File: config.mk
export PLATFORM = sky130hd
export DESIGN_NAME = ssc_tri_gen
export DESIGN_NICKNAME = d
export VERILOG_FILES = /design/src/rtl/ssc_pkg.sv /design/src/rtl/ssc_cfg_reg.sv /design/src/rtl/ssc_phase_fsm.sv /design/src/rtl/ssc_accum.sv /design/src/rtl/ssc_div_sat.sv /design/src/rtl/ssc_tri_gen.sv
export SDC_FILE = /design/constraint.sdc
export NUM_CORES = 1
export LEC_CHECK = 0
export BUFFER_PORTS_ARGS = -buffer_cell sky130_fd_sc_hd__clkbuf_2
export CAP_MARGIN = 20
export CORE_MARGIN = 5
export CORE_UTILIZATION = 40
export DETAILED_ROUTE_END_ITERATION = 10
export SETUP_SLACK_MARGIN = 0.5
export SYNTH_ARGS = -nofsm -noshare
export SYNTH_HDL_FRONTEND = slang
export SYNTH_HIERARCHICAL = 1
export SYNTH_SLANG_ARGS = --single-unit
File: constraint.sdc
create_clock -name clk -period 3.55 [get_ports clk]
set_input_delay 0.1775 -clock clk [delete_from_list [all_inputs] [get_ports clk]]
set_output_delay 0.1775 -clock clk [all_outputs]
set_load 0.005 [all_outputs]
File: src/rtl/ssc_pkg.sv
package ssc_pkg;

    typedef enum logic [2:0] {
        ST_IDLE   = 3'd0,
        ST_RISE_A = 3'd1,
        ST_FALL_A = 3'd2,
        ST_FALL_B = 3'd3,
        ST_RISE_B = 3'd4
    } ssc_state_e;

    // bit position of the quarter-period field inside the configuration word
    localparam int CFG_PER_LSB = 16;

endpackage

File: src/rtl/ssc_cfg_reg.sv
module ssc_cfg_reg #(
    parameter int PER_W   = 13,
    parameter int SLP_W   = 16,
    parameter int PER_LSB = 16
) (
    input  logic             clk,
    input  logic             rst_n,
    input  logic             we,
    input  logic [31:0]      wdata,
    output logic [31:0]      rdata,
    output logic [PER_W-1:0] shd_per,
    output logic [SLP_W-1:0] shd_slp
);

    always_ff @(posedge clk or negedge rst_n) begin
        if (!rst_n) begin
            shd_per <= '0;
            shd_slp <= '0;
        end else if (we) begin
            shd_per <= wdata[PER_LSB +: PER_W];
            shd_slp <= wdata[SLP_W-1:0];
        end
    end

    always_comb begin
        rdata                    = '0;
        rdata[PER_LSB +: PER_W]  = shd_per;
        rdata[SLP_W-1:0]         = shd_slp;
    end

endmodule

File: src/rtl/ssc_phase_fsm.sv
module ssc_phase_fsm
    import ssc_pkg::*;
#(
    parameter int PER_W = 13,
    parameter int SLP_W = 16
) (
    input  logic             clk,
    input  logic             rst_n,
    input  logic [PER_W-1:0] shd_per,
    input  logic [SLP_W-1:0] shd_slp,
    output ssc_state_e       state,
    output logic [PER_W-1:0] phase_cnt,
    output logic [PER_W-1:0] act_per,
    output logic [SLP_W-1:0] act_slp,
    output logic             step_en,
    output logic             step_dn
);

    ssc_state_e state_nxt;
    logic       leg_end;
    logic       shd_valid;
    logic       load_act;

    assign leg_end   = (phase_cnt == act_per - PER_W'(1));
    assign shd_valid = (shd_per != '0) && (shd_slp != '0);

    // next-state decision
    always_comb begin
        state_nxt = state;
        unique case (state)
            ST_IDLE:   if (shd_valid) state_nxt = ST_RISE_A;
            ST_RISE_A: if (leg_end)   state_nxt = ST_FALL_A;
            ST_FALL_A: if (leg_end)   state_nxt = ST_FALL_B;
            ST_FALL_B: if (leg_end)   state_nxt = ST_RISE_B;
            ST_RISE_B: if (leg_end)   state_nxt = shd_valid ? ST_RISE_A : ST_IDLE;
            default:                  state_nxt = ST_IDLE;
        endcase
    end

    // state register, leg counter and active configuration
    always_ff @(posedge clk or negedge rst_n) begin
        if (!rst_n) begin
            state     <= ST_IDLE;
            phase_cnt <= '0;
            act_per   <= '0;
            act_slp   <= '0;
        end else begin
            state <= state_nxt;
            if (state == ST_IDLE || leg_end) phase_cnt <= '0;
            else                             phase_cnt <= phase_cnt + PER_W'(1);
            if (load_act) begin
                act_per <= shd_per;
                act_slp <= shd_slp;
            end
        end
    end

    // per-state outputs
    always_comb begin
        step_en  = 1'b0;
        step_dn  = 1'b0;
        load_act = 1'b0;
        unique case (state)
            ST_IDLE:   load_act = 1'b1;
            ST_RISE_A: step_en  = 1'b1;
            ST_FALL_A: begin step_en = 1'b1; step_dn = 1'b1; end
            ST_FALL_B: begin step_en = 1'b1; step_dn = 1'b1; end
            ST_RISE_B: begin step_en = 1'b1; load_act = leg_end; end
            default:   load_act = 1'b0;
        endcase
    end

endmodule

File: src/rtl/ssc_accum.sv
module ssc_accum #(
    parameter int SLP_W = 16,
    parameter int OFS_W = 30
) (
    input  logic                    clk,
    input  logic                    rst_n,
    input  logic                    step_en,
    input  logic                    step_dn,
    input  logic [SLP_W-1:0]        slope,
    output logic signed [OFS_W-1:0] acc
);

    logic signed [OFS_W-1:0] slp_ext;

    assign slp_ext = $signed({{(OFS_W-SLP_W){1'b0}}, slope});

    always_ff @(posedge clk or negedge rst_n) begin
        if (!rst_n)       acc <= '0;
        else if (!step_en) acc <= '0;
        else if (step_dn) acc <= acc - slp_ext;
        else              acc <= acc + slp_ext;
    end

endmodule

File: src/rtl/ssc_div_sat.sv
module ssc_div_sat #(
    parameter int INT_W  = 8,
    parameter int FRAC_W = 8,
    parameter int OFS_W  = 30
) (
    input  logic [INT_W-1:0]        nom,
    input  logic signed [OFS_W-1:0] ofs,
    output logic [INT_W+FRAC_W-1:0] div
);

    localparam int DIV_W = INT_W + FRAC_W;
    localparam int SUM_W = ((OFS_W > DIV_W) ? OFS_W : DIV_W) + 2;

    logic signed [SUM_W-1:0] base;
    logic signed [SUM_W-1:0] ext;
    logic signed [SUM_W-1:0] sum;

    assign base = $signed({{(SUM_W-DIV_W){1'b0}}, nom, {FRAC_W{1'b0}}});
    assign ext  = $signed({{(SUM_W-OFS_W){ofs[OFS_W-1]}}, ofs});
    assign sum  = base + ext;

    always_comb begin
        if (sum[SUM_W-1])                 div = '0;
        else if (|sum[SUM_W-2:DIV_W])     div = '1;
        else                              div = sum[DIV_W-1:0];
    end

endmodule

File: src/rtl/ssc_tri_gen.sv
module ssc_tri_gen
    import ssc_pkg::*;
#(
    parameter int PER_W  = 13,
    parameter int SLP_W  = 16,
    parameter int INT_W  = 8,
    parameter int FRAC_W = 8,
    parameter int OFS_W  = PER_W + SLP_W + 1,
    parameter int DIV_W  = INT_W + FRAC_W
) (
    input  logic                    clk,
    input  logic                    rst_n,
    input  logic                    cfg_we,
    input  logic [31:0]             cfg_wdata,
    output logic [31:0]             cfg_rdata,
    input  logic [INT_W-1:0]        div_nom,
    output logic signed [OFS_W-1:0] offset_o,
    output logic [DIV_W-1:0]        div_o
);

    logic [PER_W-1:0] shd_per;
    logic [SLP_W-1:0] shd_slp;
    logic [PER_W-1:0] act_per;
    logic [SLP_W-1:0] act_slp;
    logic [PER_W-1:0] phase_cnt;
    logic             step_en;
    logic             step_dn;
    ssc_state_e       state;

    ssc_cfg_reg #(
        .PER_W   (PER_W),
        .SLP_W   (SLP_W),
        .PER_LSB (CFG_PER_LSB)
    ) u_cfg (
        .clk     (clk),
        .rst_n   (rst_n),
        .we      (cfg_we),
        .wdata   (cfg_wdata),
        .rdata   (cfg_rdata),
        .shd_per (shd_per),
        .shd_slp (shd_slp)
    );

    ssc_phase_fsm #(
        .PER_W (PER_W),
        .SLP_W (SLP_W)
    ) u_fsm (
        .clk       (clk),
        .rst_n     (rst_n),
        .shd_per   (shd_per),
        .shd_slp   (shd_slp),
        .state     (state),
        .phase_cnt (phase_cnt),
        .act_per   (act_per),
        .act_slp   (act_slp),
        .step_en   (step_en),
        .step_dn   (step_dn)
    );

    ssc_accum #(
        .SLP_W (SLP_W),
        .OFS_W (OFS_W)
    ) u_acc (
        .clk     (clk),
        .rst_n   (rst_n),
        .step_en (step_en),
        .step_dn (step_dn),
        .slope   (act_slp),
        .acc     (offset_o)
    );

    ssc_div_sat #(
        .INT_W  (INT_W),
        .FRAC_W (FRAC_W),
        .OFS_W  (OFS_W)
    ) u_sat (
        .nom (div_nom),
        .ofs (offset_o),
        .div (div_o)
    );

endmodule

==> results of run 1 <==
-- layer usage --
metal / up-vias / global-route usage [%] / part of all wire [%]
li1: 3156 / - / -
met1: 3150 / 23.7 / 46
met2: 167 / 27.6 / 47
met3: 34 / 3.56 / 4.8
met4: 0 / 4.06 / 2.0
met5: - / 0 / 0
-- critical path, stage by stage, from the launching register on --
cell and delay (ns):
dfrtp_1 0.44, ha_1 0.35, a211oi_4 0.30, nor3_2 0.09, or2_1 0.28, a311oi_1 0.29, nor2_1 0.08, or4_4 0.57
clkbuf_16 0.19, o21a_1 0.17, clkbuf_2 0.11
-- kinds of logic (layout without fill, tap and decap cells) --
logic type	count (synthesis)	count (layout)	synth area share, %
multiplexers	63	63	10.2
AO/OA/AOI/OAI	182	182	16.4
flip-flops	104	104	33.9
other	1	3	0.0489
AND/OR/NAND/NOR	246	247	17.3
adder cells (fa/ha/maj)	42	42	7.04
buffers and inverters	89	235	6.91
XOR/XNOR	72	72	8.22
-- cell type report --
| cell class | count | share of cell area (%) |
|---|---|---|
| multi-input combinational | 609 | 52.9 |
| sequential | 104 | 26.5 |
| timing repair buffer | 195 | 13.7 |
| tap | 234 | 2.97 |
| clock buffer | 9 | 2.28 |
| inverter | 24 | 0.913 |
| clock inverter | 7 | 0.647 |
-- state kept, by name, summed over array words and instances (netlist names) --
name / count
u_cfg/shd_per: 13
u_fsm/act_per: 13
u_fsm/phase_cnt: 13
u_cfg/shd_slp: 16
u_fsm/act_slp: 16
u_acc/acc: 30
u_fsm/state: 3
-- through the flow --
stage	instances	utilization [%]	cell area (sq um)	total power, mW
detailed placement	1103	44.2	8290	8.40
floorplan	801	-	7700	6.88
CTS	1145	48.3	9060	10.0
global route	1182	52.5	9860	12.3
finish	1182	52.5	9860	11.4
global placement	1103	44.2	8290	8.34
-- power groups by stage --
| stage | clock (mW) | sequential, mW | combinational, mW |
|---|---|---|---|
| finish | 0.989 | 2.31 | 8.12 |
| detailed placement | 0 | 2.33 | 6.07 |
| global route | 1.06 | 2.39 | 8.86 |
| CTS | 1.01 | 2.31 | 6.69 |
| floorplan | 0 | 2.11 | 4.77 |
| global placement | 0 | 2.31 | 6.03 |
-- final timing paths --
check | from | to | depth (start not counted) | slack (ns)
min in group asynchronous | rst_n | u_cfg/shd_slp[4] | 2 | 0.20
max in group asynchronous | rst_n | u_fsm/phase_cnt[3] | 3 | 2.76
hold reg to reg | u_fsm/phase_cnt[0] | u_fsm/phase_cnt[0] | 1 | 0.53
setup / recovery | u_acc/acc[9] | div_o[0] | 10 | 0.14
hold / removal | cfg_wdata[21] | u_cfg/shd_per[5] | 2 | 0.04
setup reg to reg | u_fsm/act_slp[4] | u_acc/acc[29] | 13 | 0.32
-- synthesized netlist by cell type (23+ instances only) --
library cell / count
dfrtp_1: 104
a21o_1: 26
a21oi_1: 49
xnor2_1: 46
ha_1: 40
buf_4: 33
o21ai_0: 24
inv_1: 23
xor2_1: 26
mux2_2: 39
nand2_1: 39
nor2_1: 71
-- cells in the final DEF, fill, tap and decap left out, drive strengths merged, types with 4 or more instances in the layout --
master,n
clkbuf,124
dfrtp,104
buf,79
nor2,71
mux2,59
a21oi,53
xnor2,46
nand2,40
ha,40
inv,27
a21o,26
xor2,26
o21ai,26
nand3,22
o21a,21
nor3,20
nand4,16
and3,15
nor4,14
a211oi,11
nor2b,10
o211ai,9
a31oi,8
nand2b,6
and2,5
and4,5
or4,5
mux2i,4
-- what timing repair did --
item,4_1_cts,5_1_grt
pin swaps,23,90
endpoints found under the setup margin,57,61
buffers inserted,24,32
hold buffers,0,1
endpoints found under the hold margin,0,10
gates cloned,2,3
gates resized for setup,63,104
==> summary.txt, run 1 <==
Run
  – Maxcap violations: 0

Pwr
  – Internal power: 6.10 mW
  – Peak supply drop: 0.000551 V
  – Sw frac: a little under half
  – Logic pwr share: 71.1%
  – Sw Pwr: approximately 5.3 mW
  – Reg power frac: between 20% and 30%
  – Clock power share: 8.7%
  – Leak: 4.51 nW
  – PwrDens: approximately 1200 nW/um^2

Clock tree
  – Clock slew at reported path FFs: around 0.080 ns
  – Clock Sinks: 104
  – Worst-skew pair later-pin latency: about 0.36 ns
  – CTS tree: yes
  – Clock buffer depth: 2
  – CTS Buf Count: 9
  – Htree depth: 3
  – Clk root buf: clkbuf_16

Timing
  – Hold slack: between 0.03 and 0.04 ns
  – Setup WS post-layout: about 0.14 ns
  – Worst rel slew slack: between 40% and 50%
  – Final hold viol count: 0
  – Setup TNS: 0 ns
  – Min Tclk post-route: 3.41 ns
  – Worst-Margin Slew: roughly 0.85 ns
  – Peak Freq: 293 MHz
  – Clock Skew: 0.0118 ns
  – Unrepaired setup endpoints after global routing: yes
  – Slew Viols, Final: 0
  – Final period util: 96.2%
  – Final setup viols: 0

Logic synthesis
  – Synth unique cells: just under 80
  – Synthesized instance count: 799
  – Mapped cell area: around 7700 sq um
  – EDFF count, synth: 0
  – #FFs+latches synth: 104
  – Synth top area share: 33.9%
  – Mapped Avg Cell Area: between 9 and 10 sq um
  – Synth top area cells: dfrtp_1, ha_1, mux2_2, xnor2_1, mux2_4
  – Ys Warns: 6
  – Sequential fraction of the synthesis area: between 30% and 40%
  – Asr flop ratio synth: between 90% and 100%
  – Largest area contributor in the netlist: dfrtp_1
  – Prevailing post-synth register cell: dfrtp_1

Placed design
  – I/O Buffers: 114
  – RD Place Congestion: 0.869
  – DP Wirelength: approximately 14 mm
  – Setup WS pre-CTS: 0.193 ns

Routing
  – Remaining DRCs: 0
  – Drt wl/cell: around 17 um
  – Initial DRC count: 452
  – Final wirelength: 20.0 mm
  – Vias: about 6.5k
  – Final ANT Viol Nets: 0
  – Via density: 5.51
  – Pre-Repair DR Iteration Count: 5

Critical path
  – Critical path data arrival time: 3.24 ns
  – Critical path class: flop to output pin
  – Critical Path RT: between 3 and 4 ns
  – Startpoint Class: flop
  – Worst-path maximum fanout: 8
  – Endpoint class of the critical path: output pin

Cells and area
  – Total Nets Final: ~1k
  – Filler cell count: ~1.7k
  – Layout cell share with drive strength beyond 1: a little over two fifths
  – Synth-to-layout area growth: 28.5%
  – # diodes: 0
  – Register area: 2620 sq um
  – Footprint of the multi-input gates: 5220 sq um

GRT
  – Global-route wire length before repair: 30.8 mm
  – Pin count of the biggest net entering global routing: 82
  – Initial antenna violation count: 0
  – Total gr overflow: 0
  – Vias in the first global route: 5978
  – GRT Total Usage: 17.1%

Floorplanning
  – Io pins: around 120
  – Die Ht: 149 um
  – Effective utilization at floorplan: 40.9%
  – Core box area: 18800 sq um
  – Row cnt: 50
  – Die area: 22100 sq um
  – Horiz. Die Dim: about 150 um

Outcome
  – Status: finished, final reports clean

Worst hold path
  – Min-delay worst type: input pin to flop
No activity file was read; power rests on OpenSTA's default activity.
==> inputs of run 2 (changes only) <==
Settings changed: CORE_ASPECT_RATIO from default to 1.4.
==> run 2 against run 1 <==
Effect of this change: sequential power is essentially flat; worst hold slack better by 0.024 ns; flip-flop and latch count did not move; clock power down 5.1%; first-iteration DRC count decreased by 51%; count of clock-buffer cells in the layout unchanged; global-route usage up 0.55 points; worst setup slack better by 0.090 ns; total power rose by 3.4%; via count is 0.11% higher; design area grew 1.7%.
==> summary.txt, run 2 (same netlist as run 1, synthesis figures left out) <==
Outcome
  – Status: finished, final reports clean

Clock tree
  – CTS tree: yes
  – Htree depth: 3 (unchanged)
  – Clock buffer depth: 2 (unchanged)
  – Clk root buf: clkbuf_16
  – CTS Buf Count: 9 (unchanged)
  – Worst-skew pair later-pin latency: 0.34 ns (-0.02 ns)
  – Clock slew at reported path FFs: 0.08 ns (about the same)
  – Clock Sinks: 104 (unchanged)

Floorplanning
  – Io pins: 121 (unchanged)
  – Core box area: 19100 sq um (+1.6%)
  – Row cnt: 60 (+20%)
  – Die Ht: 174 um (+17%)
  – Die area: 22100 sq um (+0.18%)
  – Effective utilization at floorplan: 40.2% (-0.64 points)
  – Horiz. Die Dim: 127 um (-14%)

Timing
  – Final setup viols: 0 (unchanged)
  – Peak Freq: 301 MHz (+2.7%)
  – Setup TNS: 0 ns (unchanged)
  – Final hold viol count: 0 (unchanged)
  – Final period util: 93.6% (-2.5 points)
  – Worst rel slew slack: 44.5% (+1.1 points)
  – Clock Skew: 0.0110 ns (-0.000858 ns)
  – Unrepaired setup endpoints after global routing: yes
  – Worst-Margin Slew: 0.833 ns (-0.0161 ns)
  – Min Tclk post-route: 3.32 ns (-0.0905 ns)
  – Slew Viols, Final: 0 (unchanged)

Placed design
  – DP Wirelength: 14.5 mm (+4.6%)
  – RD Place Congestion: 0.878 (+0.97%)
  – I/O Buffers: 114 (unchanged)
  – Placed cells: 1118 (+1.4%)

GRT
  – Pin count of the biggest net entering global routing: 44 (-46%)
  – Initial antenna violation count: 0 (unchanged)
  – Global-route wire length before repair: 32.2 mm (+4.6%)
  – Vias in the first global route: 6452 (+7.9%)
  – Total gr overflow: 0 (unchanged)
  – GRT Total Usage: 17.7% (+0.55 points)

Routing
  – Vias: 6514 (+0.11%)
  – Final ANT Viol Nets: 0 (unchanged)
  – Pre-Repair DR Iteration Count: 4 (-1)
  – Drt wl/cell: 17.1 um (+0.79%)
  – Via density: 5.41 (-1.7%)
  – Final wirelength: 20.6 mm (+2.7%)
  – Initial DRC count: 220 (-51%)
  – Remaining DRCs: 0 (unchanged)

Cells and area
  – Final core utilization: 52.6% (+0.065 points)
  – Layout cell share with drive strength beyond 1: 44.2% (+2.4 points)
  – # diodes: 0 (unchanged)
  – Final std cells w/o fill: 1204 (+1.9%)
  – Reg with most FFs: u_acc/acc
  – Most frequent cells in the layout: clkbuf_2, dfrtp_1, buf_4
  – Commonest non-fill, non-tap cell in the layout: clkbuf_2
  – Largest register FFs: 30 (unchanged)
  – Largest regs: u_acc/acc: 30 flops, u_cfg/shd_slp: 16 flops, u_fsm/act_slp: 16 flops
  – Synth-to-layout area growth: 30.7%
  – Total Nets Final: 1038 (+0.97%)

Critical path
  – Critical Path RT: 3.37 ns (about the same)
  – Delay-heaviest family, CP: compound AO/OA/AOI/OAI gates
  – Startpoint Class: flop
  – Max stage delay cell, worst path: or4_4
  – Slowest stage delay, CP: 0.50 ns (-0.07 ns)
  – Endpoint class of the critical path: output pin
  – Sequence of cells on the critical path: ha_2 > inv_1 > fa_2 > nand2b_4 > a21oi_4 > a2bb2oi_4 > buf_6 > a31o_2 > o22ai_1 > or4_4 > buf_12 > o21a_1 > clkbuf_2
  – CP Buf/Inv Count: 4 (+2)
  – Worst-path maximum fanout: 16 (+8)
  – Critical path class: flop to output pin
  – Critical path data arrival time: 3.15 ns (-0.09 ns)

Worst hold path
  – Min-delay worst type: input pin to flop

Run
  – Maxcap violations: 0 (unchanged)

Pwr
  – Peak supply drop: 0.000429 V (-22%)
  – PwrDens: 1180 nW/um^2 (+1.6%)
  – Leak: 4.53 nW (+0.48%)
[run 2: cell types whose count changed in the layout (fill, tap and decap cells not counted), sizes merged]
cell and change:
buf +11, clkinv -2, clkinvlp -1, inv +1, nor2b -1
[run 2: worst paths after layout]
path,cells after the start,startpoint,end,slack (ns)
min,2,cfg_wdata[19],u_cfg/shd_per[3],0.06
max reg2reg,13,u_fsm/act_slp[3],u_acc/acc[28],0.32
min reg2reg,1,u_fsm/phase_cnt[0],u_fsm/phase_cnt[0],0.55
min in group asynchronous,2,rst_n,u_cfg/shd_slp[11],0.37
max in group asynchronous,3,rst_n,u_fsm/act_per[7],2.31
max,13,u_acc/acc[8],div_o[11],0.23
[run 2: metal layers]
layer  vias up  track usage [%]  part of all wire, %
li1       3161                -                    -
met2       140             32.2                   53
met3        32             2.07                  3.2
met1      3181             21.0                   41
met5         -                0                    0
met4         0             6.84                  2.8
[run 2: through the flow]
step / power [mW] / hold slack, ns / setup WS (ns) / area, sq um
4_1_cts: 10.3 / 0.0493 / 0.194 / 9220
5_1_grt: 12.7 / 0.0508 / 0.107 / 10000
3_3_place_gp: 8.33 / 0.210 / 0.192 / 8310
3_5_place_dp: 8.41 / 0.211 / 0.174 / 8310
2_1_floorplan: 6.88 / -0.118 / 0.488 / 7700
6_report: 11.8 / 0.0619 / 0.227 / 10000
[run 2: report_power, final]
| part | internal (mW) | leakage (nW) | total (mW) | switching, mW |
|---|---|---|---|---|
| registers | 1.67 | 1.24 | 2.31 | 0.647 |
| logic | 4.26 | 3.15 | 8.56 | 4.30 |
| clock network | 0.478 | 0.133 | 0.939 | 0.461 |
| total | 6.41 | 4.53 | 11.8 | 5.41 |
[run 2: area by class of cell]
| cell class | instances | area, sq um |
|---|---|---|
| well taps | 248 | 310 |
| clock buffers | 9 | 225 |
| flip-flops and latches | 104 | 2620 |
| inverters | 24 | 90.1 |
| clock inverters | 5 | 40.0 |
| multi-input cells | 608 | 5350 |
| repair buffers | 206 | 1400 |
| fillers | 1749 | 9040 |
[run 2: what timing repair did]
action	4_1_cts	5_1_grt
resized for setup	96	99
setup buffers	23	45
endpoints found under the setup margin	56	62
pin swaps	34	56
cloned	1	2
hold endpoints to repair	41	0
hold buffers	1	0
